[src/rtl/irq_pkg.sv]
package irq_pkg;

    localparam int PRIO_W = 4;
    localparam int VEC_W  = 9;

    typedef logic [PRIO_W-1:0] prio_t;
    typedef logic [VEC_W-1:0]  vec_t;

    typedef struct packed {
        logic  valid;
        vec_t  vec;
        prio_t prio;
    } offer_t;

    typedef enum logic [1:0] {
        CUR_HOLD,
        CUR_ACK,
        CUR_EOI,
        CUR_WRITE
    } cur_op_e;

    function automatic logic in_reserved(input int idx, input int lo, input int hi);
        return (idx >= lo) && (idx <= hi);
    endfunction

endpackage

[src/rtl/irq_pending.sv]
module irq_pending
    import irq_pkg::*;
#(
    parameter int NUM_SRC = 32,
    parameter int NUM_SW  = 8,
    localparam int NUM_HW = NUM_SRC - NUM_SW
) (
    input  logic               clk_i,
    input  logic               rst_i,
    input  logic [NUM_HW-1:0]  hw_irq_i,
    input  logic [NUM_SW-1:0]  sw_set_i,
    input  logic [NUM_SW-1:0]  sw_clr_i,
    output logic [NUM_SRC-1:0] pend_o
);

    for (genvar s = 0; s < NUM_SW; s++) begin : g_sw
        always_ff @(posedge clk_i) begin
            if (rst_i)
                pend_o[s] <= 1'b0;
            else if (sw_set_i[s])
                pend_o[s] <= 1'b1;
            else if (sw_clr_i[s])
                pend_o[s] <= 1'b0;
        end
    end

    for (genvar h = 0; h < NUM_HW; h++) begin : g_hw
        always_ff @(posedge clk_i) begin
            if (rst_i)
                pend_o[NUM_SW+h] <= 1'b0;
            else
                pend_o[NUM_SW+h] <= hw_irq_i[h];
        end
    end

endmodule

[src/rtl/irq_level_table.sv]
module irq_level_table
    import irq_pkg::*;
#(
    parameter int NUM_SRC = 32,
    parameter int RSV_LO  = 28,
    parameter int RSV_HI  = 29
) (
    input  logic                     clk_i,
    input  logic                     rst_i,
    input  logic                     we_i,
    input  vec_t                     idx_i,
    input  prio_t                    val_i,
    output logic [NUM_SRC-1:0][PRIO_W-1:0] lvl_o
);

    for (genvar s = 0; s < NUM_SRC; s++) begin : g_lvl
        if (in_reserved(s, RSV_LO, RSV_HI)) begin : g_rsv
            assign lvl_o[s] = '0;
        end else begin : g_reg
            always_ff @(posedge clk_i) begin
                if (rst_i)
                    lvl_o[s] <= '0;
                else if (we_i && (idx_i == vec_t'(s)))
                    lvl_o[s] <= val_i;
            end
        end
    end

endmodule

[src/rtl/irq_arbiter.sv]
module irq_arbiter
    import irq_pkg::*;
#(
    parameter int NUM_SRC = 32,
    parameter int RSV_LO  = 28,
    parameter int RSV_HI  = 29
) (
    input  logic [NUM_SRC-1:0]             pend_i,
    input  logic [NUM_SRC-1:0][PRIO_W-1:0] lvl_i,
    input  prio_t                          floor_i,
    output offer_t                         win_o
);

    logic [NUM_SRC-1:0] elig;

    for (genvar s = 0; s < NUM_SRC; s++) begin : g_elig
        if (in_reserved(s, RSV_LO, RSV_HI)) begin : g_rsv
            assign elig[s] = 1'b0;
        end else begin : g_src
            assign elig[s] = pend_i[s] && (lvl_i[s] > floor_i);
        end
    end

    // scan from the top index down; ">=" lets a lower index take a tie
    always_comb begin
        win_o = '0;
        for (int s = NUM_SRC - 1; s >= 0; s--) begin
            if (elig[s] && (!win_o.valid || lvl_i[s] >= win_o.prio)) begin
                win_o.valid = 1'b1;
                win_o.vec   = vec_t'(s);
                win_o.prio  = lvl_i[s];
            end
        end
    end

endmodule

[src/rtl/irq_prio_lifo.sv]
module irq_prio_lifo
    import irq_pkg::*;
#(
    parameter int DEPTH = 4,
    localparam int CNT_W = $clog2(DEPTH + 1),
    localparam int IDX_W = (DEPTH > 1) ? $clog2(DEPTH) : 1
) (
    input  logic             clk_i,
    input  logic             rst_i,
    input  logic             push_i,
    input  logic             pop_i,
    input  prio_t            din_i,
    output prio_t            top_o,
    output logic [CNT_W-1:0] cnt_o,
    output logic             full_o,
    output logic             empty_o
);

    prio_t            mem [DEPTH];
    logic [IDX_W-1:0] wr_idx;
    logic [IDX_W-1:0] rd_idx;

    assign full_o  = (cnt_o == CNT_W'(DEPTH));
    assign empty_o = (cnt_o == '0);
    assign wr_idx  = IDX_W'(cnt_o);
    assign rd_idx  = IDX_W'(cnt_o - CNT_W'(1));
    assign top_o   = empty_o ? '0 : mem[rd_idx];

    always_ff @(posedge clk_i) begin
        if (rst_i) begin
            cnt_o <= '0;
        end else if (push_i && !full_o) begin
            mem[wr_idx] <= din_i;
            cnt_o       <= cnt_o + CNT_W'(1);
        end else if (pop_i && !empty_o) begin
            cnt_o <= cnt_o - CNT_W'(1);
        end
    end

endmodule

[src/rtl/prio_irq_ctrl.sv]
module prio_irq_ctrl
    import irq_pkg::*;
#(
    parameter int NUM_SRC     = 32,
    parameter int NUM_SW      = 8,
    parameter int RSV_LO      = 28,
    parameter int RSV_HI      = 29,
    parameter int STACK_DEPTH = 4,
    localparam int NUM_HW = NUM_SRC - NUM_SW,
    localparam int CNT_W  = $clog2(STACK_DEPTH + 1)
) (
    input  logic              clk_i,
    input  logic              rst_i,
    input  logic [NUM_HW-1:0] hw_irq_i,
    input  logic [NUM_SW-1:0] sw_set_i,
    input  logic [NUM_SW-1:0] sw_clr_i,
    input  logic              lvl_we_i,
    input  logic [8:0]        lvl_idx_i,
    input  logic [3:0]        lvl_val_i,
    input  logic              cpr_we_i,
    input  logic [3:0]        cpr_val_i,
    input  logic              ack_i,
    input  logic              eoi_i,
    input  logic              crit_i,
    output logic              irq_req_o,
    output logic [8:0]        irq_vec_o,
    output logic [3:0]        cur_prio_o,
    output logic              crit_o
);

    logic [NUM_SRC-1:0]             pend;
    logic [NUM_SRC-1:0][PRIO_W-1:0] lvl;
    offer_t                         win;
    offer_t                         offer_q;
    prio_t                          cur_q;
    prio_t                          cur_nxt;
    prio_t                          lifo_top;
    logic [CNT_W-1:0]               lifo_cnt;
    logic                           lifo_full;
    logic                           lifo_empty;
    cur_op_e                        op;

    irq_pending #(.NUM_SRC(NUM_SRC), .NUM_SW(NUM_SW)) u_pend (
        .clk_i    (clk_i),
        .rst_i    (rst_i),
        .hw_irq_i (hw_irq_i),
        .sw_set_i (sw_set_i),
        .sw_clr_i (sw_clr_i),
        .pend_o   (pend)
    );

    irq_level_table #(.NUM_SRC(NUM_SRC), .RSV_LO(RSV_LO), .RSV_HI(RSV_HI)) u_lvl (
        .clk_i (clk_i),
        .rst_i (rst_i),
        .we_i  (lvl_we_i),
        .idx_i (lvl_idx_i),
        .val_i (lvl_val_i),
        .lvl_o (lvl)
    );

    // precedence: acknowledge, then end of service, then direct write
    always_comb begin
        op = CUR_HOLD;
        if (ack_i) begin
            if (offer_q.valid && !lifo_full)
                op = CUR_ACK;
        end else if (eoi_i) begin
            if (!lifo_empty)
                op = CUR_EOI;
        end else if (cpr_we_i) begin
            op = CUR_WRITE;
        end
    end

    always_comb begin
        unique case (op)
            CUR_ACK:   cur_nxt = offer_q.prio;
            CUR_EOI:   cur_nxt = lifo_top;
            CUR_WRITE: cur_nxt = cpr_val_i;
            default:   cur_nxt = cur_q;
        endcase
    end

    irq_prio_lifo #(.DEPTH(STACK_DEPTH)) u_lifo (
        .clk_i   (clk_i),
        .rst_i   (rst_i),
        .push_i  (op == CUR_ACK),
        .pop_i   (op == CUR_EOI),
        .din_i   (cur_q),
        .top_o   (lifo_top),
        .cnt_o   (lifo_cnt),
        .full_o  (lifo_full),
        .empty_o (lifo_empty)
    );

    // compare against the next running priority so the offer never lags it
    irq_arbiter #(.NUM_SRC(NUM_SRC), .RSV_LO(RSV_LO), .RSV_HI(RSV_HI)) u_arb (
        .pend_i  (pend),
        .lvl_i   (lvl),
        .floor_i (cur_nxt),
        .win_o   (win)
    );

    always_ff @(posedge clk_i) begin
        if (rst_i) begin
            cur_q   <= '0;
            offer_q <= '0;
        end else begin
            cur_q   <= cur_nxt;
            offer_q <= win;
        end
    end

    assign irq_req_o  = offer_q.valid;
    assign irq_vec_o  = offer_q.vec;
    assign cur_prio_o = cur_q;
    assign crit_o     = crit_i;

endmodule

[config.mk]
export PLATFORM = sky130hd
export DESIGN_NAME = prio_irq_ctrl
export DESIGN_NICKNAME = d
export VERILOG_FILES = /design/src/rtl/irq_pkg.sv /design/src/rtl/irq_pending.sv /design/src/rtl/irq_level_table.sv /design/src/rtl/irq_arbiter.sv /design/src/rtl/irq_prio_lifo.sv /design/src/rtl/prio_irq_ctrl.sv
export SDC_FILE = /design/constraint.sdc
export NUM_CORES = 1
export LEC_CHECK = 0
export ABC_AREA = 1
export BUFFER_PORTS_ARGS = -buffer_cell sky130_fd_sc_hd__buf_2
export CAP_MARGIN = 30
export CORE_MARGIN = 10
export CORE_UTILIZATION = 45
export CTS_CLUSTER_DIAMETER = 60
export CTS_CLUSTER_SIZE = 24
export DETAILED_ROUTE_END_ITERATION = 7
export SYNTH_ARGS = -nofsm -noshare
export SYNTH_HDL_FRONTEND = slang
export SYNTH_HIERARCHICAL = 1
export SYNTH_SLANG_ARGS = --single-unit
[constraint.sdc]
create_clock -name clk_i -period 49.3 [get_ports clk_i]
set_input_delay 9.86 -clock clk_i [delete_from_list [all_inputs] [get_ports clk_i]]
set_output_delay 9.86 -clock clk_i [all_outputs]
set_load 0.1 [all_outputs]
== Word-level counts from Yosys, hierarchy flattened ==
Memory sizes are Yosys's and may differ from the RTL's.
Index checks and enable logic that the tools add are counted.

* Flip-flop bits (word level): 171
* Memory bits (writable): 16
* Input bits: 64
* Output and inout port bits: 15
* Memories kept: 1

* $add $sub $neg: 2
* Magnitude comparators: 59
* Equal/unequal tests: 33
* Mux-type cells: 58
* Reductions and logical operators: 169

{| class="wikitable"
|+ Memories
! memory !! words !! width !! read ports !! clocked after memory_dff !! write ports !! RTL line !! RTL
|-
| u_lifo.mem || 4 || 4 || 1 || 0 || 1 || irq_prio_lifo.sv:19 || <nowiki>prio_t mem [DEPTH];</nowiki>
|}

{| class="wikitable"
|+ Operators with widths
! cell !! count
|-
| 2-to-1 mux 14 bit || 30
|-
| == test 9 x 5 -> 1 bit (second input constant) || 14
|-
| greater-than comparator 4 bit || 30
|-
| >= comparator 4 bit || 29
|-
| logical AND 1 bit || 92
|-
| == test 9 x 4 -> 1 bit (second input constant) || 8
|-
| == test 9 x 3 -> 1 bit (second input constant) || 4
|-
| zero test 1 bit || 31
|-
| OR reduction 30 bit || 1
|-
| logical OR 1 bit || 29
|-
| 2-to-1 mux 1 bit || 20
|-
| == test 9 x 2 -> 1 bit (second input constant) || 2
|-
| nonzero test 2 bit || 9
|-
| OR reduction 17 bit || 1
|-
| one-hot mux 4 bit (3 select lines) || 1
|-
| == test 9 x 1 -> 1 bit (second input constant) || 1
|-
| zero test 9 bit || 1
|-
| OR reduction 9 bit || 1
|-
| 2-to-1 mux 2 bit || 4
|-
| 2-to-1 mux 3 bit || 2
|-
| OR reduction 5 bit || 1
|-
| == test 2 bit (second input constant) || 2
|-
| 2-to-1 mux 4 bit || 1
|-
| adder 3 x 1 -> 3 bit (second input constant) || 1
|-
| other kinds (6) || 6
|}

== Longest topological paths before layout ==
Gate-level depths: netlist of the first run.

* Depth in word-level cells: 126
* Depth in mapped cells: 340

== Hierarchy ==
Netlist of the first run, hierarchy kept.

{| class="wikitable"
|+ By module, submodules not included
! module !! instances !! cells an instance !! area an instance (um^2) !! seq. area each (um^2)
|-
| irq_arbiter || 1 || 1,228 || 7,788.7 || 0.0
|-
| irq_level_table || 1 || 739 || 5,061.1 || 2,402.3
|-
| irq_pending || 1 || 115 || 984.7 || 640.6
|-
| irq_prio_lifo || 1 || 95 || 942.2 || 540.5
|-
| prio_irq_ctrl || 1 || 104 || 770.7 || 360.3
|}

== Worst setup path before layout of the first run ==
No wires, ideal clock.

* Path type: input -> register
* Start: in ack_i
* End: reg offer_q[2] (netlist bit)
* Arrival time: 42.598 ns
* Data required time: 49.174 ns
* Setup slack: 6.576 ns
* Cell stages on the path: 308
* Path through: nor2_2 > nand2_2 > nand3_2 > nor2_1 > nor2_1 > inv_1 > inv_1 > ha_1 > nand2_1 > o21ai_1 > inv_1 > nand2_4 > nor2_1 > inv_1 > ha_1 > nand2_1 > clkinv_1 > nand2_1 > (+272 left out) > o21ai_0 > nand2_1 > a21oi_1 > nand2_2 > nand2_4 > or2_1 > nand2_1 > ha_1 > inv_1 > nor2_1 > o211ai_1 > nand3_1 > o21ai_4 > clkinv_2 > nand2_1 > nand2_1 > inv_1 > nor2_1

{| class="wikitable"
|+ RTL lines
! item !! RTL line !! RTL
|-
| start: declaration || prio_irq_ctrl.sv:22 || <nowiki>input logic ack_i,</nowiki>
|-
| end signal: assignment || prio_irq_ctrl.sv:110 || <nowiki>offer_q <= win;</nowiki>
|-
| end: declaration || prio_irq_ctrl.sv:34 || <nowiki>offer_t offer_q;</nowiki>
|}

== Worst setup path after layout of the first run ==
* Start: in ack_i
* End: reg offer_q (netlist bit irq_vec_o[2])

* Word-level cells in the longest chain between the ends: 122
* Elaborated cells between the ends (all ways): 211

{| class="wikitable"
|+ RTL lines
! item !! RTL line !! RTL
|-
| 2-to-1 mux 2 bit (*) || prio_irq_ctrl.sv:64 || <nowiki>if (ack_i) begin</nowiki>
|-
| == test 2 bit / == test 2 x 1 -> 1 bit (equally long branches) || prio_irq_ctrl.sv:76 || <nowiki>unique case (op)</nowiki>
|-
| one-hot mux 4 bit (3 select lines) (*) || prio_irq_ctrl.sv:76 ||
|-
| named net cur_nxt[2] || prio_irq_ctrl.sv:36 || <nowiki>prio_t cur_nxt;</nowiki>
|-
| greater-than comparator 4 bit || irq_arbiter.sv:20 || <nowiki>assign elig[s] = pend_i[s] && (lvl_i[s] > floor_i);</nowiki>
|-
| logical AND 1 bit || irq_arbiter.sv:20 ||
|-
| 2-to-1 mux 14 bit || irq_arbiter.sv:28 || <nowiki>if (elig[s] && (!win_o.valid || lvl_i[s] >= win_o.prio)) begin</nowiki>
|-
| >= comparator 4 bit / zero test 1 bit (equally long branches) || irq_arbiter.sv:28 ||
|-
| (+107 left out) || - ||
|-
| >= comparator 4 bit / zero test 1 bit (equally long branches) || irq_arbiter.sv:28 ||
|-
| logical OR 1 bit || irq_arbiter.sv:28 ||
|-
| logical AND 1 bit || irq_arbiter.sv:28 ||
|-
| 2-to-1 mux 14 bit || irq_arbiter.sv:28 ||
|-
| >= comparator 4 bit / zero test 1 bit (equally long branches) || irq_arbiter.sv:28 ||
|-
| logical OR 1 bit || irq_arbiter.sv:28 ||
|-
| logical AND 1 bit || irq_arbiter.sv:28 ||
|-
| OR reduction 5 bit (no line) || - ||
|}

Mark *: on every way through the listed nets, which the timed path passes. The rest lies on a longest branch.
A chain may end at the register's enable or synchronous reset.

==> flow_summary_export.csv, run 1 <==
group,metric,value,unit
clock_network,cts_root_buffer,"clkbuf_16",
sta,finalSetupTns,0,ns
clock_network,cts_hold_buf,0,
final_layout,drive_above_1_share,0.1447,
global_routing,overflow,0,
sta,max_freq,22.14,MHz
global_routing,track_usage,0.1931,
outcome,status,"completed",
flow_run,drv_cap,0,
die,start_util,0.4578,
placement,io_buffer_count,74,
global_routing,antenna_found_initial,0,
pwr,p_sw_frac,0.5394,
clock_network,clk_path_buf_depth,2,
pwr,power.internal,0.5695,mW
global_routing,grt_pass1_vias,13090,
pwr,ir_drop,39.44,uV
setup_path,cp_max_fo,12,
sta,worst_slew_pin_slew,0.9662,ns
final_layout,fin_area,17050,um2
sta,min_period_over_period,0.9161,
setup_path,path_delay_family,"simple AND/OR/NAND/NOR gates",
final_layout,fin_nets,2616,
setup_path,crit_required,49.68,ns
pwr,netSwitchingPower,0.6668,mW
clock_network,cts_tree,"built",
sta,relSlewSlack,0.3541,
sta,period_minus_slack,45.17,ns
setup_path,max_stage_delay,0.30,ns
drt,ant_nets,0,
global_routing,use_met3,0.02685,
sta,skew,0.01937,ns
drt,first_pass_iters,5,
global_routing,use_met1,0.2448,
drt,routedWlPerCell,14.51,um
die,io_pins,79,
die,fp.dieW,205.2,um
sta,setup_viol,0,
synthesis,yosysWarnings,6,
setup_path,cp-end-kind,"flip-flop",
drt,wl,40500,um
clock_network,cts_buffers,17,
pwr,p_leak,8.979,nW
drt,num_vias,14060,
synthesis,syn_inst,2266,
die,row_count,67,
hold_path,worstHoldPathType,"reg2reg",
die,die_h,205.2,um
final_layout,mostFrequentLayoutCell,"nand2_1",
placement,gp_congestion,0.8736,
setup_path,cp.arrival,45.55,ns
clock_network,clock-sinks,187,
setup_path,critPathSlowestCell,"ha_1",
pwr,p_per_area,72.51,nW/um2
setup_path,critPathKind,"in2reg",
global_routing,grt_max_degree,81,
die,core,33700,um2
clock_network,htree_levels,4,
setup_path,crit_buf_inv,32,
pwr,comb_power_share,0.748,
clock_network,clkLatencyLatePin,0.47,ns
global_routing,grt_pass1_wl,65520,um
final_layout,diodes,0,
pwr,pwr-share-clk,0.118,
sta,slew_violations,0,
final_layout,area.growth.synth_to_final,10.50,%
sta,setup_ws,4.135,ns
placement,dp_hpwl,30040,um
synthesis,syn-cell-area,15430,um2
global_routing,use_met2,0.3314,
sta,final-hold-violation-count,0,
setup_path,worstSetupStartpointType,"input pin",
setup_path,crit_top_cell,"nand2_1",
synthesis,synth_area_per_cell,6.809,um2
drt,route.detailed.drc,0,
die,dieArea,42090,um2
placement,dpl_cell_area,16120,um2
drt,vias_per_cell,5.038,
placement,pre_cts_ws,1.744,ns
clock_network,clkTransAtPathRegs,0.07,ns
global_routing,top_usage_layer,"met2",
drt,first_iter_violations,641,
pwr,seq_power_share,0.135,
final_layout,layout_common_cells,"nand2_1 (480), nor2_1 (354), inv_1 (290), ha_1 (221), dfxtp_1 (171)",
[path summary, 6_finish.rpt]
path / slack [ns] / endpoint / startpoint / cells after the start
setup reg to reg: 12.34 / irq_vec_o[2]$_SDFF_PP0_ / u_lifo/cnt_o[0]$_SDFFE_PP0P_ / 301
setup / recovery: 4.13 / irq_vec_o[2]$_SDFF_PP0_ / ack_i / 298
hold / removal: 0.47 / u_pend/pend_o[3]$_SDFFE_PP0P_ / u_pend/pend_o[3]$_SDFFE_PP0P_ / 2
hold reg to reg: 0.47 / u_pend/pend_o[3]$_SDFFE_PP0P_ / u_pend/pend_o[3]$_SDFFE_PP0P_ / 2
[worst register-to-register path, delay by kind of cell (launching register included)]
family                     cells  cell delay (ns)
adders and majority gates     31             8.84
and+or+nand+nor              150            12.97
DFF                            1             0.57
AOI/OAI and AO/OA             88            12.27
buffers and inverters         32             2.30
[final cells by class]
type,instances,area (um2)
Multi-Input combinational cell,1699,10130
Fill cell,3457,16650
Sequential cell,187,3904
Timing Repair Buffer,105,629.4
Inverter,320,1214
Clock inverter,14,176.4
Tap cell,448,560.5
Clock buffer,18,439.2
[power by group through the flow]
stage	Sequential, mW	Clock (mW)	Combinational, mW
floorplan	0.175	0	0.712
global placement	0.170	0	0.856
detailed placement	0.170	0	0.882
CTS	0.167	0.150	0.887
global route	0.168	0.154	1.07
finish	0.167	0.145	0.924
[through the flow]
step                power (mW)    util  std cells  hold WS, ns
finish                   1.236  0.5059       2791       0.4659
global route             1.387  0.5059       2791       0.5040
CTS                      1.204  0.4967       2776       0.4777
detailed placement       1.052  0.4784       2744       0.4633
global placement         1.026  0.4778       2743       0.4602
floorplan               0.8871       -       2269       0.4327
[layer usage]
| layer | vias up | part of all wire | wire length, um |
|---|---|---|---|
| met5 | - | 0 | 0 |
| met4 | 0 | 0.019 | 766 |
| met3 | 38 | 0.039 | 1589 |
| met2 | 257 | 0.48 | 19290 |
| met1 | 6372 | 0.47 | 18850 |
| li1 | 7394 | - | - |
[repair_timing]
action                     CTS  global route
setup buffers                0            15
setup endpoints to repair    0            10
resized for setup            0            67
[state kept, by name, indices dropped and copies added, names as in the netlist]
name,cells
cur_prio_o,4
irq_vec_o,9
u_pend/pend_o,30
u_lvl/lvl_o,120
u_lifo/mem,16
offer_q,4
irq_req_o,1
u_lifo/cnt_o,3
(Power assumes the default switching activity.)
==> run 2: changes to the inputs <==
--- a/config.mk
+++ b/config.mk
@@ -9,7 +9,7 @@
 export BUFFER_PORTS_ARGS = -buffer_cell sky130_fd_sc_hd__buf_2
 export CAP_MARGIN = 30
 export CORE_MARGIN = 10
-export CORE_UTILIZATION = 45
+export CORE_UTILIZATION = 30
 export CTS_CLUSTER_DIAMETER = 60
 export CTS_CLUSTER_SIZE = 24
 export DETAILED_ROUTE_END_ITERATION = 7
@@ -17,3 +17,4 @@
 export SYNTH_HDL_FRONTEND = slang
 export SYNTH_HIERARCHICAL = 1
 export SYNTH_SLANG_ARGS = --single-unit
+export TNS_END_PERCENT = 1
==> run 2 against run 1 <==
  * Cell area increased by 1.3%
  * Sequential share of layout area shrank 0.30 points
  * Wire length increased by 2.7%
  * Clock power is 3% lower
  * Clock skew is 0.0057 ns lower
  * Via count rose by 0.45%
  * Non-clock buffer count down 6
  * Sequential power is essentially flat
  * Combinational power barely moved
==> flow_summary_export.csv, run 2 (synthesized netlist as in run 1, its figures left out) <==
group,metric,value,unit
outcome,status,"completed",
sta,final-hold-violation-count,0,
pwr,p_leak,8.916,nW
placement,io_buffer_count,74,
drt,vias_per_cell,4.681,
global_routing,overflow,0,
clock_network,cts_hold_buf,0,
clock_network,cts_buffers,17,
clock_network,cts_tree,"built",
final_layout,biggestRegsByFlops,"u_lvl/lvl_o (120), u_pend/pend_o (30), u_lifo/mem (16)",
clock_network,clock-sinks,187,
final_layout,postLayoutCoreUtil,0.3380,
setup_path,cp_max_fo,12,
clock_network,cts_root_buffer,"clkbuf_16",
drt,wl,41600,um
global_routing,grt_pass1_wl,67870,um
global_routing,antenna_found_initial,0,
setup_path,ff2ff_path_depth,304,
die,dieArea,60900,um2
setup_path,cp.arrival,45.44,ns
setup_path,reg2reg_slack,12.41,ns
final_layout,drive_above_1_share,0.1438,
final_layout,fillers,5534,
setup_path,max_stage_delay,0.35,ns
final_layout,diodes,0,
global_routing,grt_pass1_vias,13650,
setup_path,critPathKind,"in2reg",
sta,slew_violations,0,
drt,first_pass_iters,4,
die,die_h,246.8,um
flow_run,drv_cap,0,
die,core,51090,um2
die,fp.dieW,246.8,um
placement,gp_congestion,0.8772,
sta,finalSetupTns,0,ns
drt,routedWlPerCell,13.79,um
die,io_pins,79,
clock_network,htree_levels,4,
setup_path,crit_required,49.72,ns
die,row_count,83,
final_layout,largest_register,"u_lvl/lvl_o",
die,start_util,0.3020,
setup_path,cp-end-kind,"flip-flop",
final_layout,area.growth.synth_to_final,11.95,%
sta,relSlewSlack,0.4154,
pwr,ir_drop,37.19,uV
final_layout,layout_common_cells,"nand2_1 (480), nor2_1 (354), inv_1 (289), ha_1 (220), dfxtp_1 (171)",
sta,max_freq,22.21,MHz
sta,worst_slew_pin_slew,0.8770,ns
setup_path,critPathSlowestCell,"o21ai_0",
sta,min_period_over_period,0.9131,
clock_network,clkTransAtPathRegs,0.07,ns
drt,first_iter_violations,690,
drt,route.detailed.drc,0,
clock_network,clk_path_buf_depth,2,
pwr,p_per_area,71.14,nW/um2
global_routing,grt_max_degree,85,
clock_network,clkLatencyLatePin,0.49,ns
sta,setup_viol,0,
sta,period_minus_slack,45.02,ns
placement,dp_hpwl,31240,um
hold_path,hold_depth,2,
global_routing,track_usage,0.1385,
drt,ant_nets,0,
final_layout,largest_reg_flops,120,
sta,skew,0.01364,ns
hold_path,worstHoldPathType,"reg2reg",
final_layout,mostFrequentLayoutCell,"nand2_1",
setup_path,crit_top_cell,"nand2_1",
setup_path,worstSetupStartpointType,"input pin",
drt,num_vias,14120,
final_layout,fin_nets,2610,
## run 2: changes by cell type in the layout (fill, tap and decap cells not counted), moves of 2 or more
cell / change
o21ai_1: -5
clkinvlp_4: +6
buf_4: -5
o21ai_2: +2
clkinv_4: -4
o21ai_0: +3
## run 2: area by class of cell
| cell class | instances | area [um2] | share of cell area |
|---|---|---|---|
| Sequential cell | 187 | 3904 | 0.2260 |
| Clock inverter | 15 | 161.4 | 0.009345 |
| Multi-Input combinational cell | 1699 | 10130 | 0.5866 |
| Clock buffer | 17 | 425.4 | 0.02463 |
| Tap cell | 680 | 850.8 | 0.04926 |
| Timing Repair Buffer | 99 | 578.1 | 0.03347 |
| Inverter | 320 | 1221 | 0.07070 |
## run 2: through the flow
step | cells | total power [mW] | hold WS [ns] | cell area [um2] | worst slack [ns]
after floorplan | 2269 | 0.8871 | 0.4327 | 15440 | 6.576
after global placement | 2971 | 1.023 | 0.4660 | 16360 | 2.546
after detailed placement | 2972 | 1.055 | 0.4718 | 16380 | 1.684
after CTS | 3004 | 1.203 | 0.4870 | 16970 | 2.019
after global routing | 3017 | 1.377 | 0.5090 | 17270 | -0.1055
final | 3017 | 1.229 | 0.4797 | 17270 | 4.284
## run 2: report_power, final
| part | switching (mW) | internal (mW) | total, mW |
|---|---|---|---|
| registers | 0.00509 | 0.162 | 0.167 |
| logic | 0.591 | 0.330 | 0.921 |
| clock network | 0.0698 | 0.0714 | 0.141 |
| total | 0.665 | 0.563 | 1.23 |
## run 2: worst paths after layout
path	startpoint	to
setup / recovery	ack_i	offer_q[0]$_SDFF_PP0_
hold / removal	u_pend/pend_o[4]$_SDFFE_PP0P_	u_pend/pend_o[4]$_SDFFE_PP0P_
setup reg to reg	u_lifo/cnt_o[0]$_SDFFE_PP0P_	offer_q[0]$_SDFF_PP0_
hold reg to reg	u_pend/pend_o[4]$_SDFFE_PP0P_	u_pend/pend_o[4]$_SDFFE_PP0P_
## run 2: what timing repair did
| action | in CTS | in global routing |
|---|---|---|
| gates resized for setup | 0 | 62 |
| endpoints found under the setup margin | 0 | 10 |
| buffers inserted | 0 | 12 |
## run 2: critical path, delay by kind of cell
kind / cells / cell delay (ns)
buffers and inverters: 35 / 2.65
AND/OR/NAND/NOR: 149 / 12.50
adder cells (fa/ha/maj): 30 / 8.28
AO/OA/AOI/OAI: 87 / 12.19
## run 2: per-layer routing
metal,vias to the layer above,wire length (um),global-route usage
met4,0,989,0.05773
met5,-,0,0
met3,48,1730,0.02352
met1,6480,19760,0.1732
met2,211,19120,0.2314
li1,7385,-,-
